[config.mk]
export PLATFORM = sky130hd
export DESIGN_NAME = clkrst_regs
export DESIGN_NICKNAME = d
export VERILOG_FILES = /design/src/rtl/clkrst_regs.sv
export SDC_FILE = /design/constraint.sdc
export NUM_CORES = 1
export LEC_CHECK = 0
export ABC_AREA = 1
export BUFFER_PORTS_ARGS = -buffer_cell sky130_fd_sc_hd__buf_2
export CORE_UTILIZATION = 61
export CTS_CLUSTER_DIAMETER = 60
export DETAILED_ROUTE_END_ITERATION = 6
export PLACE_DENSITY = 0.88
export SLEW_MARGIN = 10
export SYNTH_ARGS = -nofsm -noshare
export SYNTH_HDL_FRONTEND = slang
export SYNTH_SLANG_ARGS = --single-unit
[constraint.sdc]
create_clock -name clk -period 2.25 [get_ports clk]
set_input_delay 0.5625 -clock clk [delete_from_list [all_inputs] [get_ports clk]]
set_output_delay 0.5625 -clock clk [all_outputs]
set_load 0.005 [all_outputs]
[src/rtl/clkrst_regs.sv]
module clkrst_regs #(
  parameter int ADDR_W = 12,
  parameter int NCORE  = 4
) (
  input  logic              clk,
  input  logic              rst_n,
  input  logic              bus_sel,
  input  logic              bus_wr,
  input  logic [ADDR_W-1:0] bus_addr,
  input  logic [31:0]       bus_wdata,
  output logic [31:0]       bus_rdata,
  output logic              bus_err,
  output logic              irq,
  output logic [NCORE-1:0]  core_off,
  output logic [NCORE-1:0]  core_on
);
  localparam int NPLL = 3;
  localparam logic [ADDR_W-1:0] O_ERR  = ADDR_W'(32'h000);
  localparam logic [ADDR_W-1:0] O_STAT = ADDR_W'(32'h004);
  localparam logic [ADDR_W-1:0] O_MASK = ADDR_W'(32'h008);
  localparam logic [ADDR_W-1:0] O_IEN  = ADDR_W'(32'h00C);
  localparam logic [ADDR_W-1:0] O_IDIS = ADDR_W'(32'h010);
  localparam logic [ADDR_W-1:0] O_PST  = ADDR_W'(32'h044);
  localparam logic [ADDR_W-1:0] O_MEM  = ADDR_W'(32'h080);
  localparam logic [ADDR_W-1:0] O_TOP  = ADDR_W'(32'h100);
  localparam logic [ADDR_W-1:0] O_CORE = ADDR_W'(32'h104);
  localparam logic [ADDR_W-1:0] PLL_OFF [NPLL] = '{ADDR_W'(32'h20), ADDR_W'(32'h2C), ADDR_W'(32'h38)};
  localparam logic [31:0] PLL_RST [NPLL] = '{32'h00012C09, 32'h00002C09, 32'h00012809};
  localparam logic [31:0] PLL_WM  = ~32'hF88C80F6;
  localparam logic [31:0] MEM_WM  = ~32'hFEFFC0F8;
  localparam logic [31:0] MEM_RST = 32'h01000500;
  localparam logic [31:0] TOP_WM  = 32'h000F9FFE;
  localparam logic [31:0] TOP_RST = 32'h000F9FFE;
  localparam logic [31:0] CORE_WM = 32'h00003D0F;
  localparam logic [31:0] CORE_RST = 32'h00003D0F;
  localparam logic [31:0] PLL_STAT = 32'h0000003F;

  logic        err_en, stat, mask;
  logic [31:0] pll_q [NPLL];
  logic [31:0] mem_q, top_q, core_q;
  logic [31:0] rd_val;
  logic        hit;

  always_comb begin
    rd_val = '0;
    hit    = 1'b0;
    for (int i = 0; i < NPLL; i++)
      if (bus_addr == PLL_OFF[i]) begin
        hit    = 1'b1;
        rd_val = pll_q[i];
      end
    case (bus_addr)
      O_ERR:  begin hit = 1'b1; rd_val = {31'b0, err_en}; end
      O_STAT: begin hit = 1'b1; rd_val = {31'b0, stat}; end
      O_MASK: begin hit = 1'b1; rd_val = {31'b0, mask}; end
      O_IEN, O_IDIS: hit = 1'b1;
      O_PST:  begin hit = 1'b1; rd_val = PLL_STAT; end
      O_MEM:  begin hit = 1'b1; rd_val = mem_q; end
      O_TOP:  begin hit = 1'b1; rd_val = top_q; end
      O_CORE: begin hit = 1'b1; rd_val = core_q; end
      default: ;
    endcase
  end

  wire             wr       = bus_sel && bus_wr;
  wire             unmapped = bus_sel && !hit;
  wire             core_wr  = wr && (bus_addr == O_CORE);
  wire [NCORE-1:0] core_new = bus_wdata[NCORE-1:0];
  wire [NCORE-1:0] core_chg = core_new ^ core_q[NCORE-1:0];

  assign irq = stat && !mask;

  always_ff @(posedge clk or negedge rst_n) begin
    if (!rst_n) begin
      bus_rdata <= '0;
      bus_err   <= 1'b0;
      core_off  <= '0;
      core_on   <= '0;
      err_en    <= 1'b0;
      stat      <= 1'b0;
      mask      <= 1'b1;
      mem_q     <= MEM_RST;
      top_q     <= TOP_RST;
      core_q    <= CORE_RST;
      for (int i = 0; i < NPLL; i++) pll_q[i] <= PLL_RST[i];
    end else begin
      bus_rdata <= (bus_sel && !bus_wr) ? rd_val : '0;
      bus_err   <= unmapped && err_en;
      core_off  <= core_wr ? (core_chg & core_new) : '0;
      core_on   <= core_wr ? (core_chg & ~core_new) : '0;
      if (unmapped) stat <= 1'b1;
      else if (wr && bus_addr == O_STAT && bus_wdata[0]) stat <= 1'b0;
      if (wr) begin
        for (int i = 0; i < NPLL; i++)
          if (bus_addr == PLL_OFF[i]) pll_q[i] <= bus_wdata & PLL_WM;
        case (bus_addr)
          O_ERR:  err_en <= bus_wdata[0];
          O_IEN:  if (bus_wdata[0]) mask <= 1'b0;
          O_IDIS: if (bus_wdata[0]) mask <= 1'b1;
          O_MEM:  mem_q  <= bus_wdata & MEM_WM;
          O_TOP:  top_q  <= bus_wdata & TOP_WM;
          O_CORE: core_q <= bus_wdata & CORE_WM;
          default: ;
        endcase
      end
    end
  end

  p_mask_ro_r3: assert property (@(posedge clk) disable iff (!rst_n)
    (wr && bus_addr == O_MASK) |=> $stable(mask));
  p_err_gated_r6: assert property (@(posedge clk) disable iff (!rst_n)
    bus_err |-> $past(err_en));
  p_stat_on_err_r5: assert property (@(posedge clk) disable iff (!rst_n)
    bus_err |-> stat);
  p_pulse_src_r7: assert property (@(posedge clk) disable iff (!rst_n)
    (|core_off || |core_on) |-> $past(core_wr));
  p_pll_const_r8: assert property (@(posedge clk) disable iff (!rst_n)
    (bus_sel && !bus_wr && bus_addr == O_PST) |=> (bus_rdata == PLL_STAT));
endmodule

==> flow_summary.html <==
<table>
<tr><th>Metric</th><th>Value</th></tr>
<tr><th colspan="2">Floorplan</th></tr>
<tr><td>Height of the die</td><td>97.9 um</td></tr>
<tr><td>Effective utilization at floorplan</td><td>0.637</td></tr>
<tr><td>Die extent in x</td><td>97.9 um</td></tr>
<tr><td>Area of the core</td><td>8810 um^2</td></tr>
<tr><td>I/O pin count</td><td>90</td></tr>
<tr><td>Total Die Area</td><td>9580 um^2</td></tr>
<tr><td>Site row count</td><td>34</td></tr>
<tr><th colspan="2">Timing</th></tr>
<tr><td>Final setup vio count</td><td>0</td></tr>
<tr><td>Post-layout min period</td><td>1.78 ns</td></tr>
<tr><td>RSZ-0062 raised after global routing</td><td>false</td></tr>
<tr><td>Transition time at the pin with the least slew margin</td><td>0.633 ns</td></tr>
<tr><td>Slew Limit Headroom</td><td>0.577</td></tr>
<tr><td>Number of max-slew violations in the final report</td><td>0</td></tr>
<tr><td>Final setup skew</td><td>0.00754 ns</td></tr>
<tr><td>Tightest hold margin</td><td>0.244 ns</td></tr>
<tr><td>Setup slack of the critical path after layout</td><td>0.471 ns</td></tr>
<tr><td>Final number of hold-violating endpoints</td><td>0</td></tr>
<tr><td>Top achievable clock speed</td><td>0.562 GHz</td></tr>
<tr><td>Final cycle utilization of the critical path</td><td>0.791</td></tr>
<tr><td>Sum of negative setup slack</td><td>0 ns</td></tr>
<tr><th colspan="2">Global routing</th></tr>
<tr><td>Total gr overflow</td><td>0</td></tr>
<tr><td>GRT Util Overall</td><td>0.294</td></tr>
<tr><td>Number of antenna violations at the first check in global routing</td><td>0</td></tr>
<tr><td>GR peak layer</td><td>met2</td></tr>
<tr><td>Met1 routing resource usage after global routing</td><td>0.377</td></tr>
<tr><td>Met2 Resource Use GR</td><td>0.497</td></tr>
<tr><td>Vias in the first global route</td><td>4709</td></tr>
<tr><td>Pin count of the biggest net entering global routing</td><td>49</td></tr>
<tr><td>Wire length of the first global-routing pass</td><td>22.1 mm</td></tr>
<tr><td>Met3 demand-to-capacity share in global routing</td><td>0.0673</td></tr>
<tr><th colspan="2">Clocking</th></tr>
<tr><td>Number of post-CTS setup repair buffers</td><td>0</td></tr>
<tr><td>Number of clock sinks</td><td>125</td></tr>
<tr><td>Count of instances resized after the clock tree is built</td><td>0</td></tr>
<tr><td>Number of buffers created by CTS</td><td>17</td></tr>
<tr><td>Clock buffer depth</td><td>2</td></tr>
<tr><td>TritonCTS clock tree</td><td>yes</td></tr>
<tr><td>Clock insertion delay at the later pin of the skew report</td><td>0.52 ns</td></tr>
<tr><td>Buffer cell driving the clock tree root</td><td>sky130_fd_sc_hd__clkbuf_8</td></tr>
<tr><td>Clock-pin slew on the worst setup and hold paths</td><td>0.06 ns</td></tr>
<tr><td>H-tree levels</td><td>4</td></tr>
<tr><th colspan="2">Critical path</th></tr>
<tr><td>Crit-path max FO</td><td>3</td></tr>
<tr><td>Type of origin of the critical path</td><td>flop</td></tr>
<tr><td>CP Cell Sequence</td><td>nor2_1 -&gt; buf_2</td></tr>
<tr><td>Crit end category</td><td>primary output</td></tr>
<tr><td>Critical register-to-register path endpoint</td><td>bus_rdata[0]$_DFF_PN0_</td></tr>
<tr><td>Kind of critical path</td><td>flop to primary output</td></tr>
<tr><td>Setup slack on the worst flop-to-flop path</td><td>1.21 ns</td></tr>
<tr><td>Arrival time at the worst endpoint</td><td>1.22 ns</td></tr>
<tr><td>Largest stage delay on the critical path</td><td>0.53 ns</td></tr>
<tr><td>Cell count of the worst reg-to-reg path</td><td>6</td></tr>
<tr><td>Worst r2r src</td><td>core_q[0]$_DFFE_PN1P_</td></tr>
<tr><td>Slowest stage cell, crit path</td><td>sky130_fd_sc_hd__dfstp_2</td></tr>
<tr><td>Worst EP required</td><td>1.69 ns</td></tr>
<tr><th colspan="2">Worst hold path</th></tr>
<tr><td>Min-Delay Path Class</td><td>primary input to flop</td></tr>
<tr><td>Endpoint of the worst hold path</td><td>core_on[1]$_DFF_PN0_</td></tr>
<tr><td>HP Start</td><td>bus_wdata[1]</td></tr>
<tr><td>Worst hold path stage count</td><td>2</td></tr>
<tr><th colspan="2">Routing</th></tr>
<tr><td>Drt first pass iters</td><td>7</td></tr>
<tr><td>Total wire length</td><td>13.0 mm</td></tr>
<tr><td>Average wire length per cell after detail routing</td><td>15.5 um</td></tr>
<tr><td>DRT iter0 DRCs</td><td>328</td></tr>
<tr><td>Routed via count divided by cell count</td><td>5.51</td></tr>
<tr><td>Antenna-violating nets left</td><td>0</td></tr>
<tr><td>DRC</td><td>5</td></tr>
<tr><td>Total number of vias</td><td>4627</td></tr>
<tr><th colspan="2">Placed design</th></tr>
<tr><td>Hpwl dp</td><td>8.62 mm</td></tr>
<tr><td>Port buffer count</td><td>77</td></tr>
<tr><td>Routability congestion estimate</td><td>0.902</td></tr>
<tr><td>Cell area reported after detailed placement</td><td>6080 um^2</td></tr>
<tr><td>Setup slack after placement</td><td>0.0435 ns</td></tr>
<tr><th colspan="2">Layout</th></tr>
<tr><td>Finished Core Util</td><td>0.759</td></tr>
<tr><td>Post-layout nets</td><td>766</td></tr>
<tr><td>Fraction of final layout cells with drive strength greater than 1</td><td>0.301</td></tr>
<tr><td>Antenna diode count</td><td>0</td></tr>
<tr><td>Relative area change from synthesis to final layout</td><td>19.3%</td></tr>
<tr><td>Final standard cell area without fillers</td><td>6690 um^2</td></tr>
<tr><th colspan="2">Logic synthesis</th></tr>
<tr><td>Average footprint of a synthesized cell</td><td>8.87 um^2</td></tr>
<tr><td>Netlist Area Pre-Place</td><td>5610 um^2</td></tr>
<tr><td>Synth warn</td><td>0</td></tr>
<tr><td>Number of distinct standard cells referenced by the synthesized netlist</td><td>32</td></tr>
<tr><td>Register bit count reported by yosys</td><td>125</td></tr>
<tr><td>Cells after Synth</td><td>632</td></tr>
<tr><td>Portion of the post-synthesis area used by sequential elements</td><td>0.568</td></tr>
<tr><th colspan="2">Status</th></tr>
<tr><td>Run status</td><td>finished, violations left</td></tr>
<tr><td>Violations in the final reports</td><td>design-rule violations</td></tr>
<tr><th colspan="2">Power and ir drop</th></tr>
<tr><td>Standby leakage power</td><td>3.49 nW</td></tr>
<tr><td>P per Cell Area</td><td>774 nW/um^2</td></tr>
<tr><td>Highest ir drop seen on vdd</td><td>0.660 mV</td></tr>
<tr><th colspan="2">Job</th></tr>
<tr><td>Number of maximum-capacitance constraint violations</td><td>0</td></tr>
</table>
repair_timing:
action                                  4_1_cts  5_1_grt
hold buffers                                  1        0
endpoints found under the hold margin         9        0
endpoints found under the setup margin        0        0
state kept, by name, indices dropped and copies added, names as in the netlist:
register,count
core_q,9
core_off,4
mask,1
bus_rdata,26
mem_q,10
pll_q,51
bus_err,1
err_en,1
top_q,17
stat,1
core_on,4
layout make-up:
class	instances	area [um^2]
flip-flops and latches	125	3190
fillers	589	2120
multi-input cells	420	2010
repair buffers	90	513
clock buffers	19	432
inverters	64	243
clock inverters	13	166
well taps	108	135
power breakdown:
group          switching, W  internal (W)
sequential       0.00000224       0.00226
combinational      0.000132     0.0000538
clock               0.00101       0.00172
total               0.00114       0.00404
worst max-delay path by stage:
stage	start	to	slack, ns	cells past startpoint
global placement	bus_addr[11]	pll_q[85]$_DFFE_PN0P_	0.11	9
finish	mask$_DFFE_PN1P_	irq	0.47	2
CTS	mask$_DFFE_PN1P_	irq	0.46	2
global route	bus_addr[11]	pll_q[84]$_DFFE_PN0P_	0.35	9
detailed placement	bus_addr[11]	pll_q[78]$_DFFE_PN0P_	0.04	9
floorplan	bus_addr[11]	pll_q[76]$_DFFE_PN0P_	0.60	9
placed cells by master, fill, tap and decap left out, types with 11 or more instances in the layout:
cell type	Yosys	routed
sky130_fd_sc_hd__nand2_1	184	184
sky130_fd_sc_hd__dfrtp_1	79	79
sky130_fd_sc_hd__buf_2	13	76
sky130_fd_sc_hd__inv_1	52	52
sky130_fd_sc_hd__nor2_1	49	49
sky130_fd_sc_hd__o21ai_0	48	48
sky130_fd_sc_hd__dfstp_2	46	46
sky130_fd_sc_hd__o21ai_1	45	45
sky130_fd_sc_hd__nand3_1	22	22
sky130_fd_sc_hd__clkbuf_16	0	16
sky130_fd_sc_hd__nand2_2	12	12
sky130_fd_sc_hd__a21oi_1	11	11
sky130_fd_sc_hd__buf_4	7	11
synthesized netlist by cell type:
library cell                number  area [um^2]
sky130_fd_sc_hd__a211oi_1        1         7.51
sky130_fd_sc_hd__a21oi_1        11         55.1
sky130_fd_sc_hd__a21oi_2         1         8.76
sky130_fd_sc_hd__buf_1           1         3.75
sky130_fd_sc_hd__buf_2          13         65.1
sky130_fd_sc_hd__buf_4           7         52.6
sky130_fd_sc_hd__buf_6           5         56.3
sky130_fd_sc_hd__clkbuf_1        2         7.51
sky130_fd_sc_hd__clkinv_2        2         10.0
sky130_fd_sc_hd__conb_1          1         3.75
sky130_fd_sc_hd__dfrtp_1        79         1980
sky130_fd_sc_hd__dfstp_2        46         1210
sky130_fd_sc_hd__inv_1          52          195
sky130_fd_sc_hd__inv_2          10         37.5
sky130_fd_sc_hd__mux2_2          5         56.3
sky130_fd_sc_hd__nand2_1       184          691
sky130_fd_sc_hd__nand2_2        12         75.1
sky130_fd_sc_hd__nand2_4         5         56.3
sky130_fd_sc_hd__nand3_1        22          110
sky130_fd_sc_hd__nand3_2         2         20.0
sky130_fd_sc_hd__nand3_4         1         17.5
sky130_fd_sc_hd__nand4_1         6         37.5
sky130_fd_sc_hd__nor2_1         49          184
sky130_fd_sc_hd__nor2_2          4         25.0
sky130_fd_sc_hd__nor2_4          4         45.0
sky130_fd_sc_hd__nor2_8          2         40.0
sky130_fd_sc_hd__nor3_1          4         20.0
sky130_fd_sc_hd__nor3_2          6         60.1
sky130_fd_sc_hd__o2111ai_1       1         8.76
sky130_fd_sc_hd__o21a_1          1         7.51
sky130_fd_sc_hd__o21ai_0        48          240
sky130_fd_sc_hd__o21ai_1        45          225
layer usage:
layer / part of all wire / wire length, um / up-vias
li1: - / - / 2161
met1: 0.41 / 5370 / 2250
met2: 0.51 / 6620 / 189
met3: 0.061 / 797 / 27
met4: 0.018 / 239 / 0
met5: 0 / 0 / -
through the flow:
step           cells  total power [W]
6_report         839          0.00518
5_1_grt          839          0.00531
4_1_cts          839          0.00518
3_5_place_dp     806          0.00248
3_3_place_gp     806          0.00247
2_1_floorplan    637          0.00237
worst max-delay path: cells and delay by family, from the launching register on:
family	cells	cell delay (ns)
flip-flops	1	0.53
buffers and inverters	1	0.12
AND/OR/NAND/NOR	1	0.04
kinds of logic (layout without fill, tap and decap cells):
group	Yosys count	in the layout	synth area share
compound gates	108	108	0.0986
buf+inv	92	186	0.0763
flops	125	125	0.568
mux	5	5	0.0100
other cells	1	6	0.000669
simple gates	301	301	0.246
No activity file was read; power rests on OpenSTA's default activity.
